**src/rtl/burst_seq_pkg.sv**
```systemverilog
package burst_seq_pkg;

  typedef enum logic [2:0] {
    BK_ONE   = 3'd0,
    BK_TWO   = 3'd1,
    BK_FOUR  = 3'd2,
    BK_EIGHT = 3'd3,
    BK_PAGE  = 3'd4
  } burst_kind_e;

  // number of in-block column bits for a fixed-length kind
  function automatic int unsigned kind_bits(burst_kind_e k);
    case (k)
      BK_TWO:   return 1;
      BK_FOUR:  return 2;
      BK_EIGHT: return 3;
      default:  return 0;
    endcase
  endfunction

endpackage

```
**src/rtl/burst_cfg_decode.sv**
```systemverilog
module burst_cfg_decode
  import burst_seq_pkg::*;
(
  input  logic [2:0]  len_code,
  input  logic        ilv,
  input  logic        wsingle,
  input  logic        is_wr,
  output burst_kind_e kind,
  output logic        ilv_eff,
  output logic        cfg_ok
);

  logic force_one;
  logic reserved;

  always_comb begin
    force_one = wsingle & is_wr;
    reserved  = 1'b0;
    kind      = BK_ONE;
    case (len_code)
      3'b000:  kind = BK_ONE;
      3'b001:  kind = BK_TWO;
      3'b010:  kind = BK_FOUR;
      3'b011:  kind = BK_EIGHT;
      3'b111:  kind = BK_PAGE;
      default: reserved = 1'b1;
    endcase
    if (force_one) kind = BK_ONE;
    ilv_eff = ilv & (kind != BK_ONE);
    cfg_ok  = !reserved && !((kind == BK_PAGE) && ilv);
  end

endmodule

```
**src/rtl/burst_addr_gen.sv**
```systemverilog
module burst_addr_gen
  import burst_seq_pkg::*;
#(
  parameter int unsigned COL_W = 10
) (
  input  logic [COL_W-1:0] base,
  input  logic [COL_W-1:0] beat,
  input  burst_kind_e      kind,
  input  logic             ilv,
  output logic [COL_W-1:0] col
);

  localparam int unsigned LOW_MAX = 3;

  logic [COL_W-1:0] mask;
  logic [COL_W-1:0] sum;
  logic [COL_W-1:0] mix;

  // bit b belongs to the moving field when below the block width, or always for a page
  for (genvar b = 0; b < COL_W; b++) begin : g_mask
    if (b < LOW_MAX) begin : g_low
      assign mask[b] = (kind == BK_PAGE) || (kind_bits(kind) > b);
    end else begin : g_high
      assign mask[b] = (kind == BK_PAGE);
    end
  end

  always_comb begin
    sum = base + beat;
    mix = base ^ beat;
    if (ilv) col = (base & ~mask) | (mix & mask);
    else     col = (base & ~mask) | (sum & mask);
  end

endmodule

```
**src/rtl/burst_ctrl.sv**
```systemverilog
module burst_ctrl
  import burst_seq_pkg::*;
#(
  parameter int unsigned COL_W = 10
) (
  input  logic             clk,
  input  logic             rst_n,
  input  logic             start,
  input  logic             stop,
  input  logic [COL_W-1:0] start_col,
  input  burst_kind_e      kind_in,
  input  logic             ilv_in,
  input  logic             cfg_ok,
  output logic             busy,
  output logic [COL_W-1:0] base,
  output logic [COL_W-1:0] beat,
  output burst_kind_e      kind,
  output logic             ilv,
  output logic             last,
  output logic             err
);

  logic             busy_q, busy_d;
  logic             err_q, err_d;
  logic [COL_W-1:0] base_q, base_d;
  logic [COL_W-1:0] beat_q, beat_d;
  burst_kind_e      kind_q, kind_d;
  logic             ilv_q, ilv_d;
  logic             cfg_en, beat_en;
  logic [COL_W-1:0] last_idx;

  always_comb begin
    case (kind_q)
      BK_TWO:   last_idx = COL_W'(1);
      BK_FOUR:  last_idx = COL_W'(3);
      BK_EIGHT: last_idx = COL_W'(7);
      default:  last_idx = '0;
    endcase
    last = busy_q && (kind_q != BK_PAGE) && (beat_q == last_idx);
  end

  always_comb begin
    busy_d  = busy_q;
    err_d   = 1'b0;
    base_d  = base_q;
    beat_d  = beat_q;
    kind_d  = kind_q;
    ilv_d   = ilv_q;
    cfg_en  = 1'b0;
    beat_en = 1'b0;
    if (start) begin
      beat_en = 1'b1;
      beat_d  = '0;
      if (cfg_ok) begin
        busy_d = 1'b1;
        cfg_en = 1'b1;
        base_d = start_col;
        kind_d = kind_in;
        ilv_d  = ilv_in;
      end else begin
        busy_d = 1'b0;
        err_d  = 1'b1;
      end
    end else if (busy_q) begin
      if (stop || last) begin
        busy_d = 1'b0;
      end else begin
        beat_en = 1'b1;
        beat_d  = beat_q + 1'b1;
      end
    end
  end

  always_ff @(posedge clk or negedge rst_n) begin
    if (!rst_n) begin
      busy_q <= 1'b0;
      err_q  <= 1'b0;
      base_q <= '0;
      beat_q <= '0;
      kind_q <= BK_ONE;
      ilv_q  <= 1'b0;
    end else begin
      busy_q <= busy_d;
      err_q  <= err_d;
      if (cfg_en) begin
        base_q <= base_d;
        kind_q <= kind_d;
        ilv_q  <= ilv_d;
      end
      if (beat_en) beat_q <= beat_d;
    end
  end

  assign busy = busy_q;
  assign base = base_q;
  assign beat = beat_q;
  assign kind = kind_q;
  assign ilv  = ilv_q;
  assign err  = err_q;


  last_then_idle_chk: assert property (@(posedge clk) disable iff (!rst_n)
    (last && !start) |=> !busy);


  err_no_beat_chk: assert property (@(posedge clk) disable iff (!rst_n)
    err |-> !busy);

endmodule

```
**src/rtl/burst_col_seq.sv**
```systemverilog
module burst_col_seq
  import burst_seq_pkg::*;
#(
  parameter int unsigned PAGE_COLS = 1024,
  localparam int unsigned COL_W    = $clog2(PAGE_COLS)
) (
  input  logic             clk,
  input  logic             rst_n,
  input  logic [2:0]       cfg_len,
  input  logic             cfg_ilv,
  input  logic             cfg_wsingle,
  input  logic             start,
  input  logic             start_wr,
  input  logic [COL_W-1:0] start_col,
  input  logic             stop,
  output logic [COL_W-1:0] col_out,
  output logic             col_vld,
  output logic             col_last,
  output logic             cfg_err
);

  logic             rst_meta, rst_sync;
  burst_kind_e      dec_kind, run_kind;
  logic             dec_ilv, dec_ok, run_ilv;
  logic [COL_W-1:0] run_base, run_beat;

  // asynchronous assertion, synchronous release
  always_ff @(posedge clk or negedge rst_n) begin
    if (!rst_n) begin
      rst_meta <= 1'b0;
      rst_sync <= 1'b0;
    end else begin
      rst_meta <= 1'b1;
      rst_sync <= rst_meta;
    end
  end

  burst_cfg_decode i_dec (
    .len_code (cfg_len),
    .ilv      (cfg_ilv),
    .wsingle  (cfg_wsingle),
    .is_wr    (start_wr),
    .kind     (dec_kind),
    .ilv_eff  (dec_ilv),
    .cfg_ok   (dec_ok)
  );

  burst_ctrl #(.COL_W(COL_W)) i_ctrl (
    .clk       (clk),
    .rst_n     (rst_sync),
    .start     (start),
    .stop      (stop),
    .start_col (start_col),
    .kind_in   (dec_kind),
    .ilv_in    (dec_ilv),
    .cfg_ok    (dec_ok),
    .busy      (col_vld),
    .base      (run_base),
    .beat      (run_beat),
    .kind      (run_kind),
    .ilv       (run_ilv),
    .last      (col_last),
    .err       (cfg_err)
  );

  burst_addr_gen #(.COL_W(COL_W)) i_gen (
    .base (run_base),
    .beat (run_beat),
    .kind (run_kind),
    .ilv  (run_ilv),
    .col  (col_out)
  );


  always_comb begin
    if (!rst_n) begin
      reset_idle_chk: assert (!col_vld && !col_last && !cfg_err);
    end
  end


  high_bits_fixed_chk: assert property (@(posedge clk) disable iff (!rst_sync)
    (col_vld && $past(col_vld) && !$past(start) && (run_kind != BK_PAGE))
      |-> (col_out[COL_W-1:3] == $past(col_out[COL_W-1:3])));


  page_step_chk: assert property (@(posedge clk) disable iff (!rst_sync)
    (col_vld && $past(col_vld) && !$past(start) && (run_kind == BK_PAGE))
      |-> (col_out == COL_W'($past(col_out) + 1'b1)));


  start_first_beat_chk: assert property (@(posedge clk) disable iff (!rst_sync)
    (start && dec_ok) |=> (col_vld && (col_out == $past(start_col))));

endmodule

```
**config.mk**
```make
export PLATFORM = sky130hd
export DESIGN_NAME = burst_col_seq
export DESIGN_NICKNAME = d
export VERILOG_FILES = /design/src/rtl/burst_seq_pkg.sv /design/src/rtl/burst_cfg_decode.sv /design/src/rtl/burst_addr_gen.sv /design/src/rtl/burst_ctrl.sv /design/src/rtl/burst_col_seq.sv
export SDC_FILE = /design/constraint.sdc
export NUM_CORES = 1
export LEC_CHECK = 0
export ABC_AREA = 1
export CORE_MARGIN = 5
export CORE_UTILIZATION = 54
export DETAILED_ROUTE_END_ITERATION = 7
export GPL_TIMING_DRIVEN = 0
export PLACE_DENSITY = 0.8
export SYNTH_ARGS = -nofsm -noshare
export SYNTH_HDL_FRONTEND = slang
export SYNTH_SLANG_ARGS = --single-unit
```
**constraint.sdc**
```tcl
create_clock -name clk -period 2.6 [get_ports clk]
set_clock_uncertainty 0.1 [all_clocks]
set_input_delay 0.39 -clock clk [delete_from_list [all_inputs] [get_ports clk]]
set_output_delay 0.39 -clock clk [all_outputs]
set_load 0.01 [all_outputs]
```
; Yosys cells after proc, flatten, opt, wreduce, memory -nomap -nowiden
; Cells that the tools add are included.
[word_totals]
latch_bits = 0
ramBits = 0
wordCells = 65
ff_bits = 28
romBits = 0
output_inout_bits = 13
in_bits = 20
n_memories = 0
[classes]
bitwise = 9
div_mod_pow = 0
n_eq_ne = 12
multipliers = 0
magnitude_cmp = 3
muxes = 16
reduce_logical = 15
add_sub_neg = 2
n_shift = 0
[op_table]
columns = cell, count
row1 = $mux W10, 4
row2 = $and A10 B10 Y10, 3
row3 = $or A10 B10 Y10, 2
row4 = $eq A3 B2 Y1 const B, 4
row5 = $pmux W3 S4, 1
row6 = $add A10 B1 Y10 const B, 1
row7 = $add A10 B10 Y10, 1
row8 = $eq A10 B3 Y1, 1
row9 = $not A10 Y10, 1
row10 = $xor A10 B10 Y10, 1
row11 = $eq A3 B3 Y1 const B, 3
row12 = $pmux W3 S3, 1
row13 = $mux W1, 8
row14 = $eq A3 B1 Y1 const B, 2
row15 = $pmux W2 S3, 1
row16 = $reduce_and A3 Y1, 2
row17 = $reduce_or A5 Y1, 1
row18 = $gt A2 B1 Y1 const B, 2
row19 = $logic_and A1 B1 Y1, 4
row20 = $logic_or A1 B1 Y1, 4
row21 = $logic_not A3 Y1, 1
row22 = $mux W3, 1
row23 = $ne A3 B3 Y1 const B, 1
row24 = $reduce_bool A3 Y1, 1
row25 = 5 further kinds, 6

; Depth between registers and ports, before layout
; Gate-level depths: netlist (run 1).
[depth]
depth_word = 10
ltp_mapped = 12

; Hierarchy
; From an unflattened synthesis (run 1), not the netlist that was laid out.
[unflattened]
cells_unflattened = 299
hier_area_um2 = 2114.5
[by_module_without_submodules]
columns = module, n_inst, cells_each, area_per_inst_um2
row1 = burst_ctrl, 1, 174, 1398.8
row2 = burst_addr_gen, 1, 107, 594.3
row3 = burst_cfg_decode, 1, 15, 67.6
row4 = burst_col_seq, 1, 3, 53.8

; Worst setup path after synthesis (run 1)
; OpenSTA, ideal clock, no wires.
[synth_timing]
path_type = register to output
startpoint = register i_ctrl.beat_q[0] (netlist: i_ctrl.beat[0])
endpoint = output port col_out[4]
path_stages_with_launch = 8
n_path_buf = 0
t_arrival_ns = 1.638
path_slack_ns = 0.472
cell_sequence = dfrtp_1 ha_1 fa_1 nand3_1 nand2_1 nand2_1 xor2_1 o21ai_0
[synth_via]
elab_chain_cells = 4
[synth_rtl]
columns = element, line_no
row1 = "start, declared", burst_ctrl.sv:26  ; logic [COL_W-1:0] beat_q, beat_d;
row2 = "start signal, assigned", burst_ctrl.sv:90  ; if (beat_en) beat_q <= beat_d;
row3 = $add A10 B10 Y10, burst_addr_gen.sv:29  ; sum = base + beat;
row4 = $and A10 B10 Y10, burst_addr_gen.sv:32  ; else col = (base & ~mask) | (sum & mask);
row5 = $or A10 B10 Y10, burst_addr_gen.sv:32
row6 = $mux W10, burst_addr_gen.sv:31  ; if (ilv) col = (base & ~mask) | (mix & mask);
row7 = "end, declared", burst_col_seq.sv:16  ; output logic [COL_W-1:0] col_out,
; Every way passes these cells.

; Final worst setup path (run 1)
[layout_timing]
startpoint = register i_ctrl.beat_q[0] (netlist: i_ctrl.beat[0])
endpoint = output port col_out[8]
; The elaborated chain is that of the path after synthesis.

==> key figures, run 1 <==
Detailed routing
  – Residual DRC: 0
  – Via count: 2,057
  – DR pass1 iterations: 4
  – Initial DRC Count: 197
  – Drt via density: 5.36
  – Antenna-violating nets left: 0
  – Total Wirelength: 5670 µm
  – DR WL/cell: 14.8 µm

Final layout
  – Area grow syn2layout: 33.1%
  – Area of the multi-input gates: 1350 µm²
  – Antenna Cells: 0
  – Seq. cell area: 711 µm²
  – Commonest non-fill, non-tap cell in the layout: nand2_1
  – Layout cells sized above 1: 22.0%
  – Most frequent cells in the layout: nand2_1, nor2_1, inv_1, nand3_1, clkdlybuf4s50_1
  – Nets@finish: 368
  – Number of fill cells: 284

Yosys
  – Sequential element share of the synthesized area: 34.2%
  – Synth Area in Simple Gates: 39.3%
  – Largest family of logic cells by synthesized area: simple AND/OR/NAND/NOR gates
  – Warning count from the yosys run: 0
  – Multiplexer share of the synthesized area: 0%
  – Synth Instances: 286
  – Complex-gate fraction of the synthesized area: 7.63%
  – Syn_area_per_cell: 7.17 µm²
  – Cell Area, Synth: 2050 µm²
  – Syn nets: 317
  – Post-synthesis register bit count: 28
  – Post-synthesis adder-cell area fraction: 7.08%
  – Xor/xnor share of the synthesized area: 4.70%
  – Synth cell types: 30

Floorplanning
  – IO Count: 33
  – Area of the core: 3660 µm²
  – Die W: 71.6 µm
  – Die area: 5130 µm²
  – Starting density of the core: 56.0%
  – Site Rows: 22
  – Die H: 71.6 µm

Pwr
  – Comb power frac: 32.2%
  – Clock power frac: 27.1%
  – Internal: 0.878 mW
  – Peak VDD IR: 0.445 mV
  – Pwr/cell area: 476 nW/µm²
  – Net switching power: 0.422 mW
  – Leak Pwr: 1.36 nW
  – Post-route total power: 1.30 mW
  – Sw Share: 32.5%
  – Sequential share of power: 40.7%

Outcome
  – Status: complete, no violations

CTS
  – Clock buffer depth: 2
  – Sink Count: 28
  – Clock Pin Slew Worst Setup and Hold Paths: 0.10 ns
  – CTS tree: built
  – Worst-Skew Late Latency: 0.28 ns
  – Root Driver: clkbuf_8
  – Num CTS Buffers: 3
  – H-tree depth: 1

STA
  – Slew @ Worst Pin: 1.07 ns
  – WHS: 0.158 ns
  – Max-slew violation count: 0
  – Crit share post-route: 96.9%
  – Shortest period the worst path allows: 2.52 ns
  – Hold Vio Cnt, Final: 0
  – Setup violations, final: 0
  – Slew margin rel.: 28.8%
  – Highest clock rate: 397 MHz
  – Final worst setup slack: 0.0794 ns

Setup path
  – Worst Setup End Kind: output port
  – RR Startpoint: i_ctrl.beat[1]$_DFFE_PN0P_
  – Crit path kind: reg2out
  – Max Fanout on Critical Path: 3
  – Worst reg2reg path depth: 9
  – Crit. Startpoint: i_ctrl.beat[0]$_DFFE_PN0P_
  – CP Capture Point: col_out[8]
  – CP Launch Type: register
  – Reg2Reg Capture Point: i_ctrl.beat[8]$_DFFE_PN0P_
  – FF-to-FF setup slack: 0.71 ns
  – Worst EP required: 2.11 ns
  – WP data arrival: 2.03 ns

Place
  – Pre-CTS setup slack: -0.201 ns
  – Port Buffer Count: 31
  – Post-DP HPWL: 3600 µm
  – RD Place Congestion: 0.886

GRT
  – Gr ovfl total: 0
  – Initial antenna violation count: 0
  – Largest net degree at the start of global routing: 27
  – Global-route wire length before repair: 9230 µm
  – Vias in the first global route: 2,029
  – Global-route usage over all layers: 22.5%

Worst hold path
  – Hold Crit Class: in2async

Job
  – Maxcap violations: 0
critical path, cell delays in order (launching register included):
cell and delay, ns:
dfrtp_2 0.45, ha_4 0.19, fa_2 0.43, nand3_2 0.08
nand2_2 0.07, nand3_2 0.09, nand3_2 0.08, nand2_1 0.07
nand2_1 0.05, nand3_1 0.06, nand2_1 0.05, buf_2 0.13
cell families after synthesis:
group           count (synthesis)
simple gates                  174
fa+ha+maj                      11
buf+inv                        32
compound gates                 29
other cells                     1
xor+xnor                       11
flops                          28
cell usage after synthesis:
| cell | count | area [µm²] |
|---|---|---|
| conb_1 | 1 | 3.75 |
| nand2_1 | 97 | 364 |
| inv_2 | 3 | 11.3 |
| buf_4 | 1 | 7.51 |
| dfrtp_1 | 28 | 701 |
| and3_1 | 1 | 6.26 |
| nand3_1 | 24 | 120 |
| nor3_1 | 3 | 15.0 |
| xor2_1 | 9 | 78.8 |
| o21ai_1 | 2 | 10.0 |
| nand4_1 | 8 | 50.1 |
| nand3_2 | 10 | 100 |
| ha_1 | 10 | 125 |
| a21o_1 | 3 | 22.5 |
| nor3_4 | 1 | 16.3 |
| nand3b_1 | 1 | 7.51 |
| xnor2_1 | 2 | 17.5 |
| a31oi_1 | 1 | 6.26 |
| nor2_2 | 2 | 12.5 |
| clkbuf_1 | 4 | 15.0 |
| nand2_2 | 2 | 12.5 |
| inv_1 | 21 | 78.8 |
| fa_1 | 1 | 20.0 |
| nor2_1 | 24 | 90.1 |
| nand2_4 | 1 | 11.3 |
| o31ai_1 | 1 | 7.51 |
| o21ai_0 | 13 | 65.1 |
| buf_12 | 1 | 20.0 |
| buf_2 | 2 | 10.0 |
| a21oi_1 | 9 | 45.0 |
worst min-delay path by stage:
stage | endpoint | cells past startpoint | slack [ns] | startpoint
floorplan | rst_meta$_DFF_PN0_ | 0 | -0.006 | rst_n
detailed placement | rst_sync$_DFF_PN0_ | 0 | 0.24 | rst_meta$_DFF_PN0_
global placement | rst_sync$_DFF_PN0_ | 0 | 0.24 | rst_meta$_DFF_PN0_
finish | rst_sync$_DFF_PN0_ | 1 | 0.16 | rst_n
global route | rst_meta$_DFF_PN0_ | 1 | 0.15 | rst_n
CTS | rst_sync$_DFF_PN0_ | 1 | 0.15 | rst_n
flip-flops by register name (all words and copies together), names as in the netlist:
name	cells
i_ctrl.base	10
i_ctrl.beat	10
i_ctrl.kind	3
i_ctrl.busy	1
i_ctrl.err	1
i_ctrl.ilv	1
rst_meta	1
rst_sync	1
stage by stage:
step | util (%) | cells | instance area, µm² | setup TNS (ns)
6_report | 74.6 | 384 | 2730 | 0
5_1_grt | 74.6 | 384 | 2730 | -0.0188
4_1_cts | 73.1 | 378 | 2680 | -0.00158
3_5_place_dp | 66.1 | 365 | 2420 | -0.545
3_3_place_gp | 66.1 | 365 | 2420 | -0.512
2_1_floorplan | - | 286 | 2050 | 0
timing repair:
| action | CTS | global route |
|---|---|---|
| endpoints found under the setup margin | 10 | 8 |
| hold buffers | 0 | 0 |
| endpoints found under the hold margin | 0 | 0 |
| pin swaps | 4 | 7 |
| buffers inserted | 10 | 6 |
| resized for setup | 35 | 17 |
power groups by stage:
stage	combinational, mW	sequential, mW	clock [mW]
2_1_floorplan	0.225	0.521	0
3_5_place_dp	0.374	0.533	0
5_1_grt	0.462	0.536	0.376
3_3_place_gp	0.366	0.531	0
6_report	0.419	0.529	0.353
4_1_cts	0.396	0.528	0.360
routing by layer:
layer,vias up,wire [µm],GRT usage [%],share of wire [%]
met5,-,0,0,0
met4,0,129,8.56,2.3
met3,13,355,2.81,6.3
met2,85,2870,38.9,51
met1,931,2320,28.5,41
li1,1028,-,-,-
cell type report:
| class | count | area share [%] |
|---|---|---|
| clock buffers | 3 | 1.51 |
| flip-flops and latches | 28 | 26.0 |
| clock inverters | 1 | 1.10 |
| well taps | 48 | 2.20 |
| inverters | 24 | 3.30 |
| repair buffers | 47 | 14.6 |
| multi-input cells | 226 | 49.4 |
| plain buffers | 7 | 1.79 |
Note: power is estimated with default switching activity, not from simulation.
==> inputs of run 2 (changes only) <==
--- a/config.mk
+++ b/config.mk
@@ -9,8 +9,9 @@
 export CORE_MARGIN = 5
 export CORE_UTILIZATION = 54
 export DETAILED_ROUTE_END_ITERATION = 7
-export GPL_TIMING_DRIVEN = 0
 export PLACE_DENSITY = 0.8
+export RECOVER_POWER = 25
 export SYNTH_ARGS = -nofsm -noshare
 export SYNTH_HDL_FRONTEND = slang
+export SYNTH_HIERARCHICAL = 1
 export SYNTH_SLANG_ARGS = --single-unit
==> key figures, run 2 <==
Final layout
  – Most frequent cells in the layout: nand2_1, inv_1, nor2_1, dfrtp_1, nand3_1
  – Final instance area: 2740 µm² (+0.37%)
  – Antenna Cells: 0 (unchanged)
  – Nets@finish: 380 (+3.3%)
  – Area grow syn2layout: 29.6%
  – Layout cells sized above 1: 18.1% (-3.9 points)
  – Commonest non-fill, non-tap cell in the layout: nand2_1

GRT
  – Largest net degree at the start of global routing: 27 (unchanged)
  – Initial antenna violation count: 0 (unchanged)
  – Vias in the first global route: 2,017 (-0.59%)
  – Global-route usage over all layers: 20.5% (-2.0 points)
  – Global-route wire length before repair: 8690 µm (-5.8%)
  – Gr ovfl total: 0 (unchanged)

CTS
  – Num CTS Buffers: 3 (unchanged)
  – Worst-Skew Late Latency: 0.28 ns (about the same)
  – Root Driver: clkbuf_8
  – H-tree depth: 1 (unchanged)
  – Sink Count: 28 (unchanged)
  – Clock buffer depth: 2 (unchanged)
  – CTS tree: built
  – Clock Pin Slew Worst Setup and Hold Paths: 0.10 ns (about the same)

Setup path
  – CP Launch Type: register
  – CP max stage delay: 0.40 ns (-0.05 ns)
  – WP data arrival: 1.98 ns (-0.05 ns)
  – CP top delay family: adder cells
  – Worst EP required: 2.11 ns (about the same)
  – Worst Setup End Kind: output port
  – CP max stage cell: dfrtp_1
  – Critical path cell sequence: ha_2 > fa_2 > nand3_2 > nand2_2 > nand2_1 > xor2_1 > o21ai_0 > dlygate4sd2_1
  – Crit path kind: reg2out
  – Max Fanout on Critical Path: 3 (unchanged)
  – Critical path buffer and inverter count: 1 (unchanged)

Yosys
  – Synth Instances: 299 (+4.5%)
  – Post-synth ARST share: 100% (unchanged)
  – Syn nets: 330 (+4.1%)
  – Syn_area_per_cell: 7.07 µm² (-1.4%)
  – Count of flip-flops with a built-in enable after synthesis: 0 (unchanged)
  – Sequential element share of the synthesized area: 33.1% (-1.0 points)
  – Most frequent cell after synthesis: nand2_1
  – Leading area contributor after synthesis: dfrtp_1
  – Cell Area, Synth: 2110 µm² (+3.1%)
  – Post-synth top cells: nand2_1, inv_1, nand3_1, nor2_1, dfrtp_1
  – Post-synthesis register bit count: 28 (unchanged)
  – Ys flop type: dfrtp_1
  – Warning count from the yosys run: 6 (+6)
  – Synth cell types: 25 (-17%)
  – Largest cells by area after synthesis: dfrtp_1, nand2_1, inv_1
  – Top-area cell type share of the netlist area: 33.1% (-1.0 points)

Detailed routing
  – Via count: 2,089 (+1.6%)
  – Drt via density: 5.28 (-1.5%)
  – Antenna-violating nets left: 0 (unchanged)
  – Total Wirelength: 5240 µm (-7.7%)
  – Residual DRC: 0 (unchanged)
  – DR WL/cell: 13.2 µm (-10%)
  – Initial DRC Count: 182 (-7.6%)
  – DR pass1 iterations: 4 (unchanged)

Place
  – Pre-CTS setup slack: 0.0184 ns (+0.220 ns)
  – RD Place Congestion: 0.858 (-3.1%)
  – Placed inst area: 2560 µm² (+5.7%)
  – Post-DP HPWL: 3700 µm (+2.7%)
  – Port Buffer Count: 32 (+3.2%)

Outcome
  – Status: complete, no violations

Pwr
  – Post-route total power: 1.28 mW (-1.4%)
  – Peak VDD IR: 0.347 mV (-22%)
  – Leak Pwr: 1.46 nW (+7.7%)
  – Pwr/cell area: 468 nW/µm² (-1.7%)

Floorplanning
  – Die area: 5270 µm² (+2.7%)
  – Area of the core: 3720 µm² (+1.5%)
  – IO Count: 33 (unchanged)
  – Starting density of the core: 56.9% (+0.89 points)
  – Die W: 72.6 µm (+1.3%)
  – Die H: 72.6 µm (+1.3%)
  – Site Rows: 22 (unchanged)

STA
  – Shortest period the worst path allows: 2.47 ns (-0.0473 ns)
  – Setup violations, final: 0 (unchanged)
  – Final worst setup slack: 0.127 ns (+0.0473 ns)
  – Crit share post-route: 95.1% (-1.8 points)
  – WHS: 0.225 ns (+0.0674 ns)
  – Max-slew violation count: 0 (unchanged)
  – Highest clock rate: 404 MHz (+1.9%)
  – Slew @ Worst Pin: 1.41 ns (+0.345 ns)
  – RSZ-0062 raised after global routing: yes
  – Hold Vio Cnt, Final: 0 (unchanged)
  – Slew margin rel.: 5.83% (-23 points)
  – Fin Setup TNS: 0 ns (unchanged)

Worst hold path
  – Hold Crit Class: in2async

Job
  – Maxcap violations: 0 (unchanged)
run 2: changes by cell type in the layout (fill, tap and decap cells not counted), sizes merged, moves of 2 or more:
cell	before	now
nand2	100	91
nand3	34	32
nor2	26	31
xnor2	2	0
nor3	4	0
inv	24	40
a21oi	9	11
nand4	8	15
xor2	9	7
clkbuf	11	7
a21o	3	1
mux2	0	12
o21ai	15	8
run 2: cell type report:
cell class / instances / area, µm²
multi-input cells: 224 / 1320
repair buffers: 52 / 452
clock buffers: 4 / 55.1
inverters: 40 / 155
well taps: 48 / 60.1
flip-flops and latches: 28 / 702
fillers: 297 / 976
run 2: worst paths after layout:
path / slack [ns] / cells past startpoint / to / from
max: 0.13 / 8 / col_out[4] / i_ctrl/beat[0]$_DFFE_PN0P_
min reg2reg: 0.26 / 0 / rst_sync$_DFF_PN0_ / rst_meta$_DFF_PN0_
min in group clk: 0.26 / 0 / rst_sync$_DFF_PN0_ / rst_meta$_DFF_PN0_
max reg2reg: 0.71 / 10 / i_ctrl/beat[0]$_DFFE_PN0P_ / i_ctrl/beat[7]$_DFFE_PN0P_
max in group asynchronous: 0.92 / 1 / i_ctrl/base[3]$_DFFE_PN0P_ / rst_sync$_DFF_PN0_
min: 0.23 / 1 / rst_meta$_DFF_PN0_ / rst_n
run 2: layer usage:
| metal | global-route usage [%] | share of wire (%) | vias to the layer above |
|---|---|---|---|
| met5 | 0 | 0 | - |
| met4 | 3.69 | 0.74 | 0 |
| met3 | 3.72 | 4.7 | 6 |
| li1 | - | - | 1062 |
| met1 | 24.9 | 46 | 973 |
| met2 | 37.9 | 49 | 48 |
run 2: repair_timing:
item                                    CTS  global route
gates resized for setup                  15            16
hold endpoints to repair                  0             0
pin swaps                                 0             5
hold buffers                              0             0
cloned                                    0             0
buffers inserted                          2             4
endpoints found under the setup margin    9             6
run 2: logic make-up after synthesis:
| group | synth area share, % |
|---|---|
| buffers and inverters | 9.23 |
| and+or+nand+nor | 35.9 |
| AOI/OAI and AO/OA | 5.44 |
| other | 0.177 |
| muxes | 6.39 |
| DFF | 33.1 |
| adders and majority gates | 6.86 |
| xor gates and xnor gates | 2.90 |
run 2: power breakdown:
part           leakage, nW  total, mW  internal, mW  switching, mW
logic                 1.08      0.473         0.227          0.246
registers            0.353      0.532         0.479         0.0529
clock network       0.0288      0.278         0.136          0.142
run 2: stage by stage:
stage	util [%]	std cells
finish	73.7	396
floorplan	-	299
CTS	72.3	392
detailed placement	68.9	386
global route	73.7	396
global placement	68.9	386
